**src/rtl/ppmo_pkg.sv**
```systemverilog
package ppmo_pkg;

    typedef enum logic [1:0] {
        ST_COMPAT = 2'd0,
        ST_EPP    = 2'd1,
        ST_EXT    = 2'd2,
        ST_MANUAL = 2'd3
    } port_state_e;

    // Control register field positions
    localparam int unsigned CB_MANUAL   = 7;
    localparam int unsigned CB_MODE_LSB = 4;
    localparam int unsigned CB_DIR      = 1;
    localparam int unsigned CB_OE       = 0;

    // Mode field codes
    localparam logic [1:0] MD_COMPAT = 2'b00;
    localparam logic [1:0] MD_EPP    = 2'b01;
    localparam logic [1:0] MD_EXT    = 2'b10;

    // Register addresses
    localparam int unsigned RA_CTRL = 0;
    localparam int unsigned RA_MDAT = 1;
    localparam int unsigned RA_OVAL = 2;

endpackage

```
**src/rtl/ppmo_mode_fsm.sv**
```systemverilog
module ppmo_mode_fsm
    import ppmo_pkg::*;
(
    input  logic        clk,
    input  logic        rst_n,
    input  logic        ctrl_wr,
    input  logic        wr_manual,
    input  logic [1:0]  wr_mode,
    output port_state_e state_o
);

    port_state_e state_q;
    port_state_e state_d;
    port_state_e mode_target;

    // Map the mode field to a non-manual state
    always_comb begin
        unique case (wr_mode)
            MD_COMPAT: mode_target = ST_COMPAT;
            MD_EPP:    mode_target = ST_EPP;
            default:   mode_target = ST_EXT;
        endcase
    end

    // Next state
    always_comb begin
        state_d = state_q;
        if (ctrl_wr) begin
            unique case (state_q)
                ST_COMPAT: state_d = wr_manual ? ST_MANUAL : mode_target;
                ST_EPP,
                ST_EXT:    state_d = mode_target;
                ST_MANUAL: state_d = wr_manual ? ST_MANUAL : ST_COMPAT;
                default:   state_d = ST_COMPAT;
            endcase
        end
    end

    // State register
    always_ff @(posedge clk or negedge rst_n) begin
        if (!rst_n) state_q <= ST_COMPAT;
        else        state_q <= state_d;
    end

    assign state_o = state_q;

    // manual entry never happens from the enhanced or extended states
    p_enter_only_compat_r2: assert property (@(posedge clk) disable iff (!rst_n)
        (state_q == ST_EPP || state_q == ST_EXT) |=> (state_q != ST_MANUAL));

    // a write keeping the manual bit holds manual mode
    p_manual_hold_r9: assert property (@(posedge clk) disable iff (!rst_n)
        (state_q == ST_MANUAL && ctrl_wr && wr_manual) |=> (state_q == ST_MANUAL));

    // the state changes only on a control write
    p_state_quiet_r2: assert property (@(posedge clk) disable iff (!rst_n)
        !ctrl_wr |=> $stable(state_q));

endmodule

```
**src/rtl/ppmo_sync.sv**
```systemverilog
module ppmo_sync #(
    parameter int unsigned WIDTH  = 8,
    parameter int unsigned STAGES = 2
) (
    input  logic             clk,
    input  logic             rst_n,
    input  logic [WIDTH-1:0] async_i,
    output logic [WIDTH-1:0] sync_o
);

    localparam int unsigned LAST = STAGES - 1;

    logic [WIDTH-1:0] stg_q [STAGES];

    always_ff @(posedge clk or negedge rst_n) begin
        if (!rst_n) stg_q[0] <= '0;
        else        stg_q[0] <= async_i;
    end

    for (genvar g = 1; g < STAGES; g++) begin : g_stage
        always_ff @(posedge clk or negedge rst_n) begin
            if (!rst_n) stg_q[g] <= '0;
            else        stg_q[g] <= stg_q[g-1];
        end
    end

    assign sync_o = stg_q[LAST];

endmodule

```
**src/rtl/ppmo_regs.sv**
```systemverilog
module ppmo_regs
    import ppmo_pkg::*;
#(
    parameter int unsigned DATA_W = 8,
    parameter int unsigned CTL_W  = 5,
    parameter int unsigned ADDR_W = 2
) (
    input  logic              clk,
    input  logic              rst_n,
    input  logic [ADDR_W-1:0] addr,
    input  logic              we,
    input  logic [DATA_W-1:0] wdata,
    input  port_state_e       state,
    input  logic [DATA_W-1:0] pin_sync,
    output logic              ctrl_wr,
    output logic              dir_q,
    output logic              oe_q,
    output logic [DATA_W-1:0] mdat_q,
    output logic [CTL_W-1:0]  oval_q,
    output logic [DATA_W-1:0] rdata
);

    localparam logic [ADDR_W-1:0] A_CTRL = ADDR_W'(RA_CTRL);
    localparam logic [ADDR_W-1:0] A_MDAT = ADDR_W'(RA_MDAT);
    localparam logic [ADDR_W-1:0] A_OVAL = ADDR_W'(RA_OVAL);

    logic mdat_wr;
    logic oval_wr;
    logic bus_out;
    logic [DATA_W-1:0] ctrl_view;
    logic [DATA_W-1:0] mdat_view;
    logic [DATA_W-1:0] oval_view;

    assign ctrl_wr = we && (addr == A_CTRL);
    assign mdat_wr = we && (addr == A_MDAT);
    assign oval_wr = we && (addr == A_OVAL);

    always_ff @(posedge clk or negedge rst_n) begin
        if (!rst_n) begin
            dir_q <= 1'b0;
            oe_q  <= 1'b0;
        end else if (ctrl_wr) begin
            dir_q <= wdata[CB_DIR];
            oe_q  <= wdata[CB_OE];
        end
    end

    always_ff @(posedge clk or negedge rst_n) begin
        if (!rst_n)       mdat_q <= '0;
        else if (mdat_wr) mdat_q <= wdata;
    end

    always_ff @(posedge clk or negedge rst_n) begin
        if (!rst_n)       oval_q <= '0;
        else if (oval_wr) oval_q <= wdata[CTL_W-1:0];
    end

    // Bus direction as seen by the read path
    assign bus_out = (state == ST_MANUAL) && dir_q;

    always_comb begin
        ctrl_view         = '0;
        ctrl_view[CB_DIR] = dir_q;
        ctrl_view[CB_OE]  = oe_q;
        unique case (state)
            ST_COMPAT: ctrl_view[CB_MODE_LSB +: 2] = MD_COMPAT;
            ST_EPP:    ctrl_view[CB_MODE_LSB +: 2] = MD_EPP;
            ST_EXT:    ctrl_view[CB_MODE_LSB +: 2] = MD_EXT;
            ST_MANUAL: ctrl_view[CB_MANUAL]        = 1'b1;
            default:   ctrl_view                   = '0;
        endcase
    end

    assign mdat_view = bus_out ? mdat_q : pin_sync;

    always_comb begin
        oval_view            = '0;
        oval_view[CTL_W-1:0] = oval_q;
    end

    always_comb begin
        unique case (addr)
            A_CTRL:  rdata = ctrl_view;
            A_MDAT:  rdata = mdat_view;
            A_OVAL:  rdata = oval_view;
            default: rdata = '0;
        endcase
    end

    // an output-value write lands in the register one edge later
    p_oval_write_r6: assert property (@(posedge clk) disable iff (!rst_n)
        oval_wr |=> (oval_q == $past(wdata[CTL_W-1:0])));

    // with no write strobe, the stored bits hold
    p_idle_hold_r11: assert property (@(posedge clk) disable iff (!rst_n)
        !we |=> ($stable(mdat_q) && $stable(oval_q) && $stable(dir_q)));

endmodule

```
**src/rtl/ppmo_drive.sv**
```systemverilog
module ppmo_drive
    import ppmo_pkg::*;
#(
    parameter int unsigned DATA_W = 8,
    parameter int unsigned CTL_W  = 5,
    parameter int unsigned SW_W   = 3
) (
    input  logic                    clk,
    input  logic                    rst_n,
    input  port_state_e             state,
    input  logic                    dir_i,
    input  logic                    oe_i,
    input  logic [DATA_W-1:0]       mdat_i,
    input  logic [CTL_W-1:0]        oval_i,
    input  logic [CTL_W-SW_W-1:0]   proto_i,
    output logic [DATA_W-1:0]       pd_o,
    output logic                    pd_oe,
    output logic [CTL_W-1:0]        ctl_o
);

    localparam int unsigned PROTO_W = CTL_W - SW_W;

    // Outputs, decided per state
    always_comb begin
        pd_o = mdat_i;
        unique case (state)
            ST_MANUAL: begin
                pd_oe = dir_i && oe_i;
                ctl_o = oval_i;
            end
            ST_COMPAT,
            ST_EPP,
            ST_EXT: begin
                pd_oe = 1'b0;
                ctl_o = {proto_i, oval_i[SW_W-1:0]};
            end
            default: begin
                pd_oe = 1'b0;
                ctl_o = '0;
            end
        endcase
    end

    // the driver is never on while the direction bit says input
    p_oe_needs_dir_r3: assert property (@(posedge clk) disable iff (!rst_n)
        pd_oe |-> dir_i);

    // a protocol-owned line tracks the engine input outside manual mode
    p_proto_lines_r7: assert property (@(posedge clk) disable iff (!rst_n)
        (state != ST_MANUAL) |-> (ctl_o[CTL_W-1 -: PROTO_W] == proto_i));

endmodule

```
**src/rtl/ppmo_ctrl.sv**
```systemverilog
module ppmo_ctrl
    import ppmo_pkg::*;
#(
    parameter int unsigned DATA_W      = 8,
    parameter int unsigned CTL_W       = 5,
    parameter int unsigned SW_W        = 3,
    parameter int unsigned ADDR_W      = 2,
    parameter int unsigned SYNC_STAGES = 2
) (
    input  logic                  clk,
    input  logic                  rst_n,
    input  logic [ADDR_W-1:0]     reg_addr,
    input  logic                  reg_we,
    input  logic [DATA_W-1:0]     reg_wdata,
    output logic [DATA_W-1:0]     reg_rdata,
    input  logic [DATA_W-1:0]     pd_i,
    output logic [DATA_W-1:0]     pd_o,
    output logic                  pd_oe,
    input  logic [CTL_W-SW_W-1:0] proto_ctl_i,
    output logic [CTL_W-1:0]      ctl_o
);

    port_state_e       state;
    logic              ctrl_wr;
    logic              dir_q;
    logic              oe_q;
    logic [DATA_W-1:0] mdat_q;
    logic [CTL_W-1:0]  oval_q;
    logic [DATA_W-1:0] pin_sync;

    ppmo_mode_fsm u_fsm (
        .clk       (clk),
        .rst_n     (rst_n),
        .ctrl_wr   (ctrl_wr),
        .wr_manual (reg_wdata[CB_MANUAL]),
        .wr_mode   (reg_wdata[CB_MODE_LSB +: 2]),
        .state_o   (state)
    );

    ppmo_sync #(.WIDTH(DATA_W), .STAGES(SYNC_STAGES)) u_sync (
        .clk     (clk),
        .rst_n   (rst_n),
        .async_i (pd_i),
        .sync_o  (pin_sync)
    );

    ppmo_regs #(.DATA_W(DATA_W), .CTL_W(CTL_W), .ADDR_W(ADDR_W)) u_regs (
        .clk      (clk),
        .rst_n    (rst_n),
        .addr     (reg_addr),
        .we       (reg_we),
        .wdata    (reg_wdata),
        .state    (state),
        .pin_sync (pin_sync),
        .ctrl_wr  (ctrl_wr),
        .dir_q    (dir_q),
        .oe_q     (oe_q),
        .mdat_q   (mdat_q),
        .oval_q   (oval_q),
        .rdata    (reg_rdata)
    );

    ppmo_drive #(.DATA_W(DATA_W), .CTL_W(CTL_W), .SW_W(SW_W)) u_drive (
        .clk     (clk),
        .rst_n   (rst_n),
        .state   (state),
        .dir_i   (dir_q),
        .oe_i    (oe_q),
        .mdat_i  (mdat_q),
        .oval_i  (oval_q),
        .proto_i (proto_ctl_i),
        .pd_o    (pd_o),
        .pd_oe   (pd_oe),
        .ctl_o   (ctl_o)
    );

    // leaving manual mode releases the bus at the next edge
    p_leave_tristate_r8: assert property (@(posedge clk) disable iff (!rst_n)
        (state == ST_MANUAL && ctrl_wr && !reg_wdata[CB_MANUAL])
            |=> (!pd_oe && state == ST_COMPAT));

endmodule

```
**config.mk**
```make
export PLATFORM = sky130hd
export DESIGN_NAME = ppmo_ctrl
export DESIGN_NICKNAME = d
export VERILOG_FILES = /design/src/rtl/ppmo_pkg.sv /design/src/rtl/ppmo_mode_fsm.sv /design/src/rtl/ppmo_sync.sv /design/src/rtl/ppmo_regs.sv /design/src/rtl/ppmo_drive.sv /design/src/rtl/ppmo_ctrl.sv
export SDC_FILE = /design/constraint.sdc
export NUM_CORES = 1
export LEC_CHECK = 0
export BUFFER_PORTS_ARGS = -buffer_cell sky130_fd_sc_hd__buf_2
export CAP_MARGIN = 20
export CORE_MARGIN = 2
export CORE_UTILIZATION = 30
export CTS_BUF_LIST = sky130_fd_sc_hd__clkbuf_16
export DETAILED_ROUTE_END_ITERATION = 16
export PLACE_DENSITY_LB_ADDON = 0.25
export SETUP_SLACK_MARGIN = 0.02
export SKIP_CTS_REPAIR_TIMING = 1
export SYNTH_ARGS = -nofsm -noshare
export SYNTH_HDL_FRONTEND = slang
export SYNTH_HIERARCHICAL = 1
export SYNTH_SLANG_ARGS = --single-unit
```
**constraint.sdc**
```tcl
create_clock -name clk -period 3.9 [get_ports clk]
set_input_delay 0.39 -clock clk [delete_from_list [all_inputs] [get_ports clk]]
set_output_delay 0.39 -clock clk [all_outputs]
set_load 0.05 [all_outputs]
```
# ---- Word level (Yosys, flattened, before mapping)
# Index checks and enable logic that the tools add are counted.
dict set report word_totals {
  register_bits 33
  in_bits 23
  output_inout_bits 22
  word_cells 33
}
dict set report op_classes {
  n_eq_ne 6
  muxes 10
  n_reduce_logical 10
}
# cell n
set op_table {}
lappend op_table {{8-bit one-hot mux with 3 select lines} 1}
lappend op_table {{5-bit one-hot mux with 2 select lines} 1}
lappend op_table {{8-bit two-way mux} 1}
lappend op_table {{2-bit one-hot mux with 2 select lines} 2}
lappend op_table {{2-bit by 1-bit == test with 1-bit output, second input constant} 3}
lappend op_table {{2-bit == test, second input constant} 3}
lappend op_table {{2-bit logical NOT} 3}
lappend op_table {{2-bit one-hot mux with 3 select lines} 1}
lappend op_table {{1-bit logical AND} 5}
lappend op_table {{2-bit two-way mux} 2}
lappend op_table {{3-bit OR reduction} 1}
lappend op_table {{1-bit one-hot mux with 2 select lines} 1}
lappend op_table {{2-bit OR reduction} 1}
lappend op_table {{1-bit two-way mux} 1}

# ---- Depth between registers and ports, before layout
dict set report logic_depth {
  ltp_word 4
  depth_mapped 6
  depth_no_buf 5
}

# ---- By module
# The synthesis kept the hierarchy.
# module n_inst cells_each area_per_inst_um2 seq_area_each_um2
set by_module_without_submodules {}
lappend by_module_without_submodules {ppmo_regs 1 64 830.8 375.4}
lappend by_module_without_submodules {ppmo_sync 1 24 460.4 400.4}
lappend by_module_without_submodules {ppmo_mode_fsm 1 15 141.4 50.0}
lappend by_module_without_submodules {ppmo_drive 1 16 126.4 0.0}

# ---- Least setup slack after synthesis
# No wires, ideal clock.
dict set report synth_path {
  path_type {in2out}
  start {in reg_addr[1]}
  end {out reg_rdata[5]}
  arrival_ps 2020
  required_ps 3510
  slack_ps 1490
  stages 3
  n_path_buf 1
  cell_sequence {buf_6 > or2_2 > o32ai_1}
}
dict set report synth_between {
  elab_chain_len 2
  word_cells_on_any_way 4
  cone_classes {eq/ne (2); mux (1); reduce/logical (1)}
}
# element line_no
set synth_lines {}
lappend synth_lines {{start, declared} ppmo_ctrl.sv:12} ;# input logic [ADDR_W-1:0] reg_addr,
lappend synth_lines {{2-bit == test (tied with other cells)} ppmo_regs.sv:82} ;# unique case (addr)
lappend synth_lines {{8-bit one-hot mux with 3 select lines *} ppmo_regs.sv:82}
lappend synth_lines {{end, declared} ppmo_ctrl.sv:15} ;# output logic [DATA_W-1:0] reg_rdata,
# Every way passes the cells marked *; elsewhere a longest branch is shown, timed or not.

# ---- Worst setup path after layout
dict set report layout_path {
  start {reg u_fsm.state_q[1] (netlist: u_fsm/state_o[1])}
  end {out reg_rdata[1]}
}
dict set report layout_between {
  elab_chain_len 4
}
# element line_no
set layout_lines {}
lappend layout_lines {{start, declared} ppmo_mode_fsm.sv:12} ;# port_state_e state_q;
lappend layout_lines {{start signal, assigned} ppmo_mode_fsm.sv:42} ;# else state_q <= state_d;
lappend layout_lines {{2-bit == test} ppmo_regs.sv:59} ;# assign bus_out = (state == ST_MANUAL) && dir_q;
lappend layout_lines {{1-bit logical AND} ppmo_regs.sv:59}
lappend layout_lines {{8-bit two-way mux} ppmo_regs.sv:74} ;# assign mdat_view = bus_out ? mdat_q : pin_sync;
lappend layout_lines {{8-bit one-hot mux with 3 select lines} ppmo_regs.sv:82}
# Every way passes these cells.

==> flow_summary.toml <==
[status]
run_status = "complete, no violations"

[placement]
dpl.hpwl_um = 2290
gp_congestion = 0.733
number_of_buffers_added_on_ports = 44
preCtsSetupSlack_ps = 1840

[grt]
overflow = 0
grt_util_all_layers_pct = 11.5
antenna_found_initial = 0
grt_pass1_wl_um = 5110
grt_pass1_vias = 1002
largest_net_degree_at_the_start_of_global_routing = 34

[pwr]
p_int_w = 0.000820
power.share.sequential_pct = 34.8
comb_power_share_pct = 30.6
finalPower_w = 0.00125
power-per-cell-area_nw_per_um2 = 674
irDropWorstVdd_v = 0.000295
p_sw_w = 0.000431
power.clock.fraction_pct = 34.6
power.leakage_nw = 0.950
netSwitchingFraction_pct = 34.5

[worst_setup_path]
reg2regPathDepth = 4
endpoint_kind = "output port"
timing.critical_path.arrival_ps = 1960
worst_ep_required_time_ps = 3510
crit_path_start_kind = "register"
crit_start = "u_fsm/state_o[1]$_DFFE_PN0P_"
reg2reg_from = "u_fsm/state_o[0]$_DFFE_PN0P_"
critical_path.max_fanout = 8
worstSetupPathType = "register to output port"

[yosys]
synth.distinct_cells = 24
yosys_warnings = 6
syn-cell-area_sq_um = 1560
most_area_hungry_cell_type_in_the_yosys_netlist = "sky130_fd_sc_hd__dfrtp_1"
share_of_the_synthesized_area_in_the_top_cell_type_pct = 53.0
netlist_top_cells_area = "sky130_fd_sc_hd__dfrtp_1 (53%), sky130_fd_sc_hd__mux2_4 (9.6%), sky130_fd_sc_hd__buf_4 (9.1%)"
seq_total_area_yosys_pct = 53.0
ys_seq_elements = 33
syn-mean-instance-area_sq_um = 13.1
syn-instance-count = 119
synthesis.nets = 144

[final_layout]
share_of_cells_above_drive_strength_1_pct = 48.3
nNetsFinal = 173
most_common_cell_after_layout_fill_and_taps_aside = "sky130_fd_sc_hd__buf_2"
syn_to_final_growth_pct = 19.1
num_antenna_cells = 0
n_fill_cell = 518
layout_common_cells = "sky130_fd_sc_hd__buf_2 (44), sky130_fd_sc_hd__dfrtp_1 (33), sky130_fd_sc_hd__mux2_4 (10), sky130_fd_sc_hd__mux2i_1 (10)"

[sta]
rsz0062_at_grt = "no"
setup_violations = 0
fin_worst_skew_ps = 0.370
timing.slew.headroom_pct = 51.5
maxClockFrequency_mhz = 426
timing.final.max_slew_violations = 0
timing_hold_violations_final = 0
totalNegativeSetupSlack_ps = 0
period_share_pct = 60.2
period_needed_ps = 2350
holdWs_ps = 176
worstMarginPinSlew_ps = 728
final_setup_margin_ps = 1550

[run]
timing.max_cap.violations = 0

[floorplan]
core_area_sq_um = 5070
cell_row_count = 26
dieArea_sq_um = 5790
start_util_pct = 30.7
die_h_um = 76.1
width_of_the_die_um = 76.1
count_of_pins_on_the_block_boundary = 45

[clock_network]
clk_pin_slew_worst_paths_ps = 50
library_cell_used_as_clock_root_buffer = "sky130_fd_sc_hd__clkbuf_16"
cts-buffers-inserted = 5
cts_tree = "done"
clk-insertion-delay-late_ps = 270
worst_case_clock_buffer_depth = 2
clkSinkCount = 33
cts-htree-levels = 2

[drt]
detailed_routing_iterations_pass_1 = 4
wl_per_cell_um = 14.1
vias = 936
detail_route.vias_per_cell = 4.27
drt_iter0_markers = 47
drt_drc_violations_left = 0
postRouteWirelength_um = 3090
postRouteAntennaNets = 0

[min_path]
holdCritPathClass = "primary input to asynchronous set/reset pin"
## layer usage
layer,GRT usage (%),vias up,wire [um]
met2,19.1,27,1490
li1,-,456,-
met1,13.9,451,1410
met5,0,-,0
met3,4.15,2,173
met4,3.82,0,16
## final cells by class
cell class	count	area [sq um]	share of cell area, %
flip-flops and latches	33	826	44.5
multi-input cells	60	542	29.2
repair buffers	44	220	11.9
clock buffers	5	125	6.74
well taps	70	87.6	4.72
clock inverters	3	41.3	2.22
inverters	4	15.0	0.809
## worst paths after layout
check | end | slack, ps
max in group asynchronous | u_fsm/state_o[0]$_DFFE_PN0P_ | 3260
min in group clk | u_sync/stg_q[11]$_DFF_PN0_ | 220
setup / recovery | reg_rdata[1] | 1550
hold / removal | u_regs/mdat_q[3]$_DFFE_PN0P_ | 180
setup reg to reg | u_fsm/state_o[0]$_DFFE_PN0P_ | 2530
hold reg to reg | u_sync/sync_o[2]$_DFF_PN0_ | 350
## power by group through the flow
stage          Combinational [W]  Sequential (W)  Clock (W)
2_1_floorplan           0.000341        0.000429          0
3_3_place_gp            0.000378        0.000439          0
3_5_place_dp            0.000384        0.000442          0
4_1_cts                 0.000384        0.000437   0.000441
5_1_grt                 0.000404        0.000445   0.000462
6_report                0.000382        0.000436   0.000433
## per-stage QoR
stage | std cells | area, sq um | util, %
2_1_floorplan | 119 | 1560 | -
3_3_place_gp | 211 | 1690 | 33.3
3_5_place_dp | 211 | 1690 | 33.3
4_1_cts | 219 | 1860 | 36.6
5_1_grt | 219 | 1860 | 36.6
6_report | 219 | 1860 | 36.6
## critical path, stage by stage, from the launching register on
cell	delay, ps
sky130_fd_sc_hd__dfrtp_1	480
sky130_fd_sc_hd__nand3_1	470
sky130_fd_sc_hd__mux2i_1	240
sky130_fd_sc_hd__o22ai_1	210
sky130_fd_sc_hd__buf_2	300
## flip-flops by register name (all words and copies together), names as in the netlist
signal         count
u_regs/mdat_q      8
u_sync/stg_q       8
u_sync/sync_o      8
u_regs/oval_q      5
u_fsm/state_o      2
u_regs/dir_q       1
u_regs/oe_q        1
## cells by family (layout without fill, tap and decap cells)
kind of cell	after synthesis	count (layout)	synth area share (%)
multiplexers	27	27	21.1
flip-flops	33	33	53.0
AND/OR/NAND/NOR	17	17	5.86
AO/OA/AOI/OAI	14	14	6.18
adder cells (fa/ha/maj)	2	2	1.60
buffers and inverters	26	56	12.3
## cells in the mapped netlist
master	number
sky130_fd_sc_hd__o22ai_1	7
sky130_fd_sc_hd__or2_1	1
sky130_fd_sc_hd__a31oi_1	1
sky130_fd_sc_hd__buf_4	19
sky130_fd_sc_hd__nand3_1	1
sky130_fd_sc_hd__nand2b_4	1
sky130_fd_sc_hd__nand2_2	1
sky130_fd_sc_hd__o32ai_1	1
sky130_fd_sc_hd__mux2_4	10
sky130_fd_sc_hd__nor2_1	5
sky130_fd_sc_hd__mux2_2	7
sky130_fd_sc_hd__o21ai_0	3
sky130_fd_sc_hd__or2_2	1
sky130_fd_sc_hd__dfrtp_1	33
sky130_fd_sc_hd__ha_1	2
sky130_fd_sc_hd__nand2_1	4
sky130_fd_sc_hd__inv_1	4
sky130_fd_sc_hd__nor2b_1	1
sky130_fd_sc_hd__buf_6	3
sky130_fd_sc_hd__mux2i_1	10
sky130_fd_sc_hd__a221oi_2	1
sky130_fd_sc_hd__a22oi_1	1
sky130_fd_sc_hd__nand2b_1	1
sky130_fd_sc_hd__nand3b_1	1
Power figures use the tool's default switching activity.
